### src/rtl/acw_pkg.sv
package acw_pkg;
  localparam int REG_AW = 5;
  localparam logic [REG_AW-1:0] OFS_CTRL   = 5'h00;
  localparam logic [REG_AW-1:0] OFS_STATUS = 5'h04;
  localparam logic [REG_AW-1:0] OFS_SRC    = 5'h08;
  localparam logic [REG_AW-1:0] OFS_DST    = 5'h0C;
  localparam logic [REG_AW-1:0] OFS_COUNT  = 5'h10;
  localparam logic [REG_AW-1:0] OFS_FLAG   = 5'h14;
  localparam logic [REG_AW-1:0] OFS_ADDEND = 5'h18;

  typedef enum logic [2:0] {
    ST_IDLE, ST_RD, ST_WAIT, ST_WR, ST_FLAG
  } seq_state_t;
endpackage

### src/rtl/acw_regs.sv
module acw_regs import acw_pkg::*; #(
  parameter int AW    = 32,
  parameter int DW    = 32,
  parameter int CNT_W = 16
) (
  input  logic              clk,
  input  logic              rst_n,
  input  logic              reg_wr,
  input  logic [REG_AW-1:0] reg_addr,
  input  logic [31:0]       reg_wdata,
  output logic [31:0]       reg_rdata,
  input  logic              seq_idle,
  input  logic              job_done,
  output logic              start,
  output logic [AW-1:0]     cfg_src,
  output logic [AW-1:0]     cfg_dst,
  output logic [CNT_W-1:0]  cfg_count,
  output logic [AW-1:0]     cfg_flag,
  output logic [DW-1:0]     cfg_addend,
  output logic              st_done,
  output logic              st_err,
  output logic              irq
);
  logic irq_en;
  logic go_wr, stat_wr;

  assign go_wr   = reg_wr && (reg_addr == OFS_CTRL) && reg_wdata[0];
  assign stat_wr = reg_wr && (reg_addr == OFS_STATUS);
  assign start   = go_wr && seq_idle;

  always_ff @(posedge clk) begin
    if (!rst_n) begin
      irq_en <= 1'b0;
      cfg_src <= '0; cfg_dst <= '0; cfg_count <= '0;
      cfg_flag <= '0; cfg_addend <= '0;
    end else if (reg_wr) begin
      case (reg_addr)
        OFS_CTRL:   irq_en     <= reg_wdata[1];
        OFS_SRC:    cfg_src    <= reg_wdata[AW-1:0];
        OFS_DST:    cfg_dst    <= reg_wdata[AW-1:0];
        OFS_COUNT:  cfg_count  <= reg_wdata[CNT_W-1:0];
        OFS_FLAG:   cfg_flag   <= reg_wdata[AW-1:0];
        OFS_ADDEND: cfg_addend <= reg_wdata[DW-1:0];
        default: ;
      endcase
    end
  end

  // done: set by job completion, cleared by W1C or by a new start
  always_ff @(posedge clk) begin
    if (!rst_n)                        st_done <= 1'b0;
    else if (job_done)                 st_done <= 1'b1;
    else if (start)                    st_done <= 1'b0;
    else if (stat_wr && reg_wdata[1])  st_done <= 1'b0;
  end

  // error: set by a start while busy (set wins), cleared by W1C
  always_ff @(posedge clk) begin
    if (!rst_n)                        st_err <= 1'b0;
    else if (go_wr && !seq_idle)       st_err <= 1'b1;
    else if (stat_wr && reg_wdata[2])  st_err <= 1'b0;
  end

  assign irq = st_done && irq_en;

  always_comb begin
    reg_rdata = '0;
    case (reg_addr)
      OFS_CTRL:   reg_rdata[1]       = irq_en;
      OFS_STATUS: reg_rdata[2:0]     = {st_err, st_done, seq_idle};
      OFS_SRC:    reg_rdata[AW-1:0]  = cfg_src;
      OFS_DST:    reg_rdata[AW-1:0]  = cfg_dst;
      OFS_COUNT:  reg_rdata[CNT_W-1:0] = cfg_count;
      OFS_FLAG:   reg_rdata[AW-1:0]  = cfg_flag;
      OFS_ADDEND: reg_rdata[DW-1:0]  = cfg_addend;
      default:    reg_rdata = '0;
    endcase
  end
endmodule

### src/rtl/acw_compute.sv
module acw_compute #(
  parameter int DW = 32
) (
  input  logic [DW-1:0] din,
  input  logic [DW-1:0] addend,
  output logic [DW-1:0] dout
);
  // placeholder transform: modular add of a host-programmed constant
  assign dout = din + addend;
endmodule

### src/rtl/acw_seq.sv
module acw_seq import acw_pkg::*; #(
  parameter int          AW        = 32,
  parameter int          DW        = 32,
  parameter int          CNT_W     = 16,
  parameter logic [DW-1:0] FLAG_WORD = 32'h0000_0001
) (
  input  logic             clk,
  input  logic             rst_n,
  input  logic             start,
  input  logic [AW-1:0]    cfg_src,
  input  logic [AW-1:0]    cfg_dst,
  input  logic [CNT_W-1:0] cfg_count,
  input  logic [AW-1:0]    cfg_flag,
  input  logic [DW-1:0]    cfg_addend,
  output logic [DW-1:0]    addend_q,
  input  logic [DW-1:0]    cmp_out,
  output logic             seq_idle,
  output logic             job_done,
  output logic             mem_req_valid,
  input  logic             mem_req_ready,
  output logic             mem_req_write,
  output logic [AW-1:0]    mem_req_addr,
  output logic [DW-1:0]    mem_req_wdata,
  input  logic             mem_rsp_valid
);
  localparam int WORD_SHIFT = $clog2(DW/8);

  seq_state_t      state;
  logic [AW-1:0]   src_q, dst_q, flag_q;
  logic [CNT_W-1:0] cnt_q, idx_q;
  logic [DW-1:0]   res_q;
  logic [AW-1:0]   offs;
  logic            hs;

  assign offs = AW'(idx_q) << WORD_SHIFT;
  assign hs   = mem_req_valid && mem_req_ready;

  always_ff @(posedge clk) begin
    if (!rst_n) begin
      state <= ST_IDLE;
      src_q <= '0; dst_q <= '0; flag_q <= '0; cnt_q <= '0;
      idx_q <= '0; res_q <= '0; addend_q <= '0;
    end else begin
      case (state)
        ST_IDLE: if (start) begin
          src_q <= cfg_src; dst_q <= cfg_dst; flag_q <= cfg_flag;
          cnt_q <= cfg_count; addend_q <= cfg_addend; idx_q <= '0;
          state <= (cfg_count == '0) ? ST_FLAG : ST_RD;
        end
        ST_RD:   if (hs) state <= ST_WAIT;
        ST_WAIT: if (mem_rsp_valid) begin
          res_q <= cmp_out;
          state <= ST_WR;
        end
        ST_WR: if (hs) begin
          idx_q <= idx_q + 1'b1;
          state <= (idx_q + 1'b1 == cnt_q) ? ST_FLAG : ST_RD;
        end
        ST_FLAG: if (hs) state <= ST_IDLE;
        default: state <= ST_IDLE;
      endcase
    end
  end

  always_comb begin
    mem_req_valid = 1'b0;
    mem_req_write = 1'b0;
    mem_req_addr  = '0;
    mem_req_wdata = '0;
    case (state)
      ST_RD: begin
        mem_req_valid = 1'b1;
        mem_req_addr  = src_q + offs;
      end
      ST_WR: begin
        mem_req_valid = 1'b1;
        mem_req_write = 1'b1;
        mem_req_addr  = dst_q + offs;
        mem_req_wdata = res_q;
      end
      ST_FLAG: begin
        mem_req_valid = 1'b1;
        mem_req_write = 1'b1;
        mem_req_addr  = flag_q;
        mem_req_wdata = FLAG_WORD;
      end
      default: ;
    endcase
  end

  assign seq_idle = (state == ST_IDLE);
  assign job_done = (state == ST_FLAG) && hs;
endmodule

### src/rtl/accel_cmd_wrap.sv
module accel_cmd_wrap import acw_pkg::*; #(
  parameter int AW    = 32,
  parameter int DW    = 32,
  parameter int CNT_W = 16
) (
  input  logic              clk,
  input  logic              rst_n,
  input  logic              reg_wr,
  input  logic [REG_AW-1:0] reg_addr,
  input  logic [31:0]       reg_wdata,
  output logic [31:0]       reg_rdata,
  output logic              irq,
  output logic              mem_req_valid,
  input  logic              mem_req_ready,
  output logic              mem_req_write,
  output logic [AW-1:0]     mem_req_addr,
  output logic [DW-1:0]     mem_req_wdata,
  input  logic              mem_rsp_valid,
  input  logic [DW-1:0]     mem_rsp_data
);
  logic             start, seq_idle, job_done, st_done, st_err;
  logic [AW-1:0]    cfg_src, cfg_dst, cfg_flag;
  logic [CNT_W-1:0] cfg_count;
  logic [DW-1:0]    cfg_addend, addend_q, cmp_out;

  acw_regs #(.AW(AW), .DW(DW), .CNT_W(CNT_W)) u_regs (
    .clk(clk), .rst_n(rst_n), .reg_wr(reg_wr), .reg_addr(reg_addr),
    .reg_wdata(reg_wdata), .reg_rdata(reg_rdata), .seq_idle(seq_idle),
    .job_done(job_done), .start(start), .cfg_src(cfg_src), .cfg_dst(cfg_dst),
    .cfg_count(cfg_count), .cfg_flag(cfg_flag), .cfg_addend(cfg_addend),
    .st_done(st_done), .st_err(st_err), .irq(irq)
  );

  acw_compute #(.DW(DW)) u_cmp (
    .din(mem_rsp_data), .addend(addend_q), .dout(cmp_out)
  );

  acw_seq #(.AW(AW), .DW(DW), .CNT_W(CNT_W)) u_seq (
    .clk(clk), .rst_n(rst_n), .start(start), .cfg_src(cfg_src),
    .cfg_dst(cfg_dst), .cfg_count(cfg_count), .cfg_flag(cfg_flag),
    .cfg_addend(cfg_addend), .addend_q(addend_q), .cmp_out(cmp_out),
    .seq_idle(seq_idle), .job_done(job_done), .mem_req_valid(mem_req_valid),
    .mem_req_ready(mem_req_ready), .mem_req_write(mem_req_write),
    .mem_req_addr(mem_req_addr), .mem_req_wdata(mem_req_wdata),
    .mem_rsp_valid(mem_rsp_valid)
  );
endmodule

### config.mk
export PLATFORM = sky130hd
export DESIGN_NAME = accel_cmd_wrap
export DESIGN_NICKNAME = d
export VERILOG_FILES = /design/src/rtl/acw_pkg.sv /design/src/rtl/acw_regs.sv /design/src/rtl/acw_compute.sv /design/src/rtl/acw_seq.sv /design/src/rtl/accel_cmd_wrap.sv
export SDC_FILE = /design/constraint.sdc
export NUM_CORES = 1
export LEC_CHECK = 0
export BUFFER_PORTS_ARGS = -buffer_cell sky130_fd_sc_hd__buf_4
export CAP_MARGIN = 0
export CORE_MARGIN = 5
export CORE_UTILIZATION = 65
export DETAILED_ROUTE_END_ITERATION = 8
export MAX_ROUTING_LAYER = met4
export PLACE_DENSITY = 0.86
export REMOVE_ABC_BUFFERS = 1
export SETUP_SLACK_MARGIN = 0.5
export SLEW_MARGIN = 5
export SYNTH_ARGS = -nofsm -noshare
export SYNTH_HDL_FRONTEND = slang
export SYNTH_HIERARCHICAL = 1
export SYNTH_SLANG_ARGS = --single-unit
export TNS_END_PERCENT = 30
### constraint.sdc
create_clock -name clk -period 8.3 [get_ports clk]
set_input_delay 0.415 -clock clk [delete_from_list [all_inputs] [get_ports clk]]
set_output_delay 0.415 -clock clk [all_outputs]
set_load 0.005 [all_outputs]
Word level (Yosys, flattened, before mapping):

Cells that the tools add are included.

* register bits: 342
* input port bits: 74
* output and inout bits: 99
* logic and storage cells: 90

* add/subtract/negate cells: 4
* equality and inequality tests: 16
* multiplexer cells: 25
* reduce and logical (&&, ||, !) cells: 29

Operators by type and width (count)
* 32-bit case mux with 3 select lines: 1
* 13-bit case mux with 5 select lines: 1
* 32-bit by 18-bit adder with 32-bit output: 2
* 16-bit case mux with 4 select lines: 1
* 32-bit case mux with 2 select lines: 1
* 32-bit adder: 1
* 16-bit two-way mux: 2
* 16-bit case mux with 2 select lines: 1
* 3-bit two-way mux: 7
* 16-bit by 1-bit adder with 16-bit output, second input constant: 1
* 16-bit == test: 1
* 16-bit zero test: 1
* 2-bit AND reduction: 8
* 5-bit == test, second input constant: 3
* 3-bit case mux with 5 select lines: 1
* 1-bit case mux with 6 select lines: 2
* 5-bit by 4-bit == test with 1-bit output, second input constant: 2
* 1-bit logical AND: 10
* 1-bit two-way mux: 7
* 1-bit case mux with 7 select lines: 1
* 3-bit by 2-bit == test with 1-bit output, second input constant: 2
* 2-bit by 1-bit inequality test with 1-bit output, second input constant: 3
* 5-bit by 3-bit == test with 1-bit output, second input constant: 1
* 5-bit zero test: 1
* 11 further kinds: 13

Depth between registers and ports, before layout:

* word-level depth: 6
* gate-level depth with buffers: 16
* mapped depth without buffers: 13

By module:

Netlist, hierarchy kept.

By module, submodules not included
* acw_seq: instances 1, cells an instance 1294, area an instance 9668.0 µm², seq. area each 3903.7 µm²
* acw_regs: instances 1, cells an instance 681, area an instance 6508.7 µm², seq. area each 2942.8 µm²
* acw_compute: instances 1, cells an instance 241, area an instance 1744.2 µm², seq. area each 0.0 µm²

Worst setup path before layout:

OpenSTA, ideal clock, no wires.

* path kind: register to output
* from: register u_seq.state[2]
* to: output mem_req_addr[26]
* arrival: 3.771 ns
* data required time: 7.885 ns
* slack: 4.114 ns
* stages on the path, launching flop included: 17
* path buffers: 3
* cells stage by stage: dfxtp_1 > clkbuf_1 > nand2b_1 > nor2_1 > clkbuf_1 > buf_1 > nand2_1 > nand2_1 > ha_1 > fa_1 > a21o_1 > a21oi_1 > o31ai_1 > a221oi_1 > nor4b_1 > xor2_1 > o21ai_0

* longest elaborated chain between the ends: 2

Ends and longest elaborated chain
* start: declaration: line acw_seq.sv:28 `seq_state_t state;`
* start signal: assignment: line acw_seq.sv:48 `state <= (cfg_count == '0) ? ST_FLAG : ST_RD;`
* start signal: assignment: line acw_seq.sv:57 `state <= (idx_q + 1'b1 == cnt_q) ? ST_FLAG : ST_RD;`
* 3-bit == test (tied with other cells): line acw_seq.sv:70 `case (state)`
* 32-bit case mux with 3 select lines (*): line acw_seq.sv:70
* end: declaration: line accel_cmd_wrap.sv:16 `output logic [AW-1:0] mem_req_addr,`

Mark *: on every way between the ends. The rest lies on a longest branch, timed or not.

Worst setup path after layout:

* from: register u_seq.state[0]
* to: output mem_req_addr[26]

Same word-level chain as after synthesis.

==> metrics <==
PwrDens=~170 nW/um2; reg2reg start=u_seq/state[1]; Pwr Total=3416 uW; initial antenna violation count=3; Antenna Nets Post-Route=0; Post-synth EDFFs=0; area leader, netlist=dfxtp_1; post-synthesis mux area share=11.32%; commonest register cell after synthesis=dfxtp_1; Fillers=~2000; Netlist cell types=77; most frequent cells in the layout=nand2_1, dfxtp_1, buf_4; area growth from synthesis to layout=13.54%; setup_tns=0 ns; WS Path Type=register to output port; Yosys warning total=6; CTS Buf Count=35; number of synthesized register bits=about 340; GR Overflow Total=0; footprint of the multi-input gates=a little over 10000 um2; area of the die=approximately 31000 um2; commonest non-fill, non-tap cell in the layout=nand2_1; CTS tree=yes; Syn Std Cell Area=roughly 18000 um2; Simple-Gate Fraction of Synth Area=between 20% and 30%; post-CTS sizing=0; status=completed; Die Wd=~180 um; clock period minus worst slack=5.551 ns; Clock Latency Late Sink=between 0.5 and 0.6 ns; die span in y=176.0 um; post-DP HPWL=around 36000 um; crit path max fanout=26; routed len/inst=between 20 and 25 um; largest net degree at the start of global routing=approximately 110; setup bufs post-CTS=0; total iterations of the first detailed-routing run=5; Slew HR=14.00%; Post-CTS Hold Buffers=0; Post-Synth XOR/XNOR Area=a little under 4%; Max Clock Freq=roughly 180 MHz; RSZ-0062 raised after global routing=no; endpoint class of the critical path=output port; detailed-route DRC error count=0; Clock Skews=between 0.02 and 0.025 ns; P_leak=0.008752 uW; Final Hold Violating Endpoints=0; DR vias=between 15000 and 20000; Max H-tree Level=2; starting density of the core=between 60% and 70%; Sink Count=342; I/O pins=between 150 and 200; Post-Syn Instances=2216; Max clock buf depth=3; Worst Setup Start Kind=register; Worst Tran Pin Value=about 1.3 ns; share of async-settable or async-resettable flops after synthesis=0%; compound-gate portion of the synthesized area=16.41%; area share of the leading cell type in the synthesized netlist=about two fifths; clock-pin slew on the worst setup and hold paths=0.06 ns; Root Driver=clkbuf_16; nets=between 2000 and 2500; Synth area leaders=dfxtp_1, nand2_1, mux2i_1; CP arrival=approximately 5.1 ns; gpl congestion=roughly 0.94; initial DRC count=between 1500 and 2000; Port Buffer Count=172; final setup fails=0; Hold Crit Start=reg_wdata[21]; via density per instance=approximately 6.3; max-slew violations=0; max-cap viol count=0; Hold Path Class=primary input to register; main combinational cell family by area after synthesis=simple AND/OR/NAND/NOR gates; Rows=60; Total GRT Usage=roughly 35%; Worst EP required=roughly 7.9 ns; Adder-Cell Fraction of Synth Area=around 3.6%; crit path launch=u_seq/state[0]; flip-flop and latch area=approximately 6800 um2; crit share post-route=66.88%; layout cells sized above 1=12.70%; WL final=roughly 54000 um; vias in the first global route=16050; post-synthesis sequential area ratio=a little under two fifths; first-pass GRT wire length=84990 um; worst hold slack=~0.2 ns; VDD IR-drop max=roughly 0.19 mV; Core ar.=27030 um2; Mean Syn Cell Area=between 8 and 9 um2
[path summary, 6_finish.rpt]
path | to | slack, ns | depth (start not counted)
worst max register to register | u_seq/addend_q[25] | 4.54 | 7
worst min register to register | u_seq/flag_q[19] | 0.46 | 2
worst min-delay path | u_regs/cfg_addend[21] | 0.20 | 3
worst max-delay path | mem_req_addr[26] | 2.75 | 16
[sequential cells by signal, indices dropped and copies added (netlist names)]
| name | count |
|---|---|
| u_regs/st_done | 1 |
| u_seq/state | 3 |
| u_regs/cfg_flag | 32 |
| u_seq/flag_q | 32 |
| u_seq/cnt_q | 16 |
| u_regs/cfg_count | 16 |
| u_regs/cfg_addend | 32 |
| u_regs/cfg_dst | 32 |
| u_regs/st_err | 1 |
| u_seq/addend_q | 32 |
| u_regs/irq_en | 1 |
| u_regs/cfg_src | 32 |
| u_seq/res_q | 32 |
| u_seq/dst_q | 32 |
| u_seq/idx_q | 16 |
| u_seq/src_q | 32 |
[power by group]
part           internal (uW)  switching, uW  total, uW
registers               1650           4.80       1650
logic                   61.6            105        166
clock network            946            653       1600
[stage by stage]
step                util [%]  setup WS, ns  cell area [um2]  cells
floorplan                  -         3.360            17270   2061
global placement       70.96         3.519            19180   2594
detailed placement     70.96         3.445            19180   2594
CTS                    75.26         2.882            20340   2656
global route           75.29         2.439            20350   2659
finish                 75.29         2.749            20350   2659
[logic make-up (layout without fill, tap and decap cells)]
kind of cell	Yosys count	after routing
AO/OA/AOI/OAI	433	433
XOR/XNOR	81	81
adder cells (fa/ha/maj)	51	51
buffers and inverters	171	270
flip-flops	342	342
multiplexers	198	198
other	0	3
AND/OR/NAND/NOR	940	940
[worst max-delay path: stages, from the launching register on]
cell and delay [ns]:
dfxtp_1 0.53, nand2b_1 0.73, nor2_1 0.28, buf_4 0.33, nand2_1 0.12, nand2_1 0.07
ha_1 0.19, fa_1 0.23, a21o_1 0.13, a21oi_1 0.12, o31ai_1 0.67, a221oi_1 0.20
buf_4 0.22, nor4b_1 0.32, xor2_1 0.17, o21ai_0 0.09, buf_4 0.19
[synth_stat cells, drive strengths merged, types with 16 or more instances]
master,n
mux2i,180
nor3,24
o21ai,66
ha,49
nor2,62
a21boi,111
dfxtp,342
nand4,17
xor2,33
nand3,66
inv,16
a221o,19
mux2,17
a21oi,122
a21o,25
buf,43
clkbuf,112
and3,46
nand2,669
xnor2,48
[layer usage]
| layer | wire length, um | part of all wire, % | global-route usage, % |
|---|---|---|---|
| met5 | 0 | 0 | - |
| met4 | 2410 | 4.4 | 14.68 |
| met3 | 4590 | 8.4 | 5.696 |
| met2 | 25170 | 46 | 55.22 |
| met1 | 22170 | 41 | 43.80 |
[layout make-up]
cell class	count	area share, %
diodes	3	0.03690
clock buffers	50	4.975
clock inverters	12	0.7318
inverters	16	0.2952
multi-input cells	1703	51.10
flip-flops and latches	342	33.65
well taps	341	2.097
repair buffers	192	7.115
Note: power is estimated with default switching activity, not from simulation.
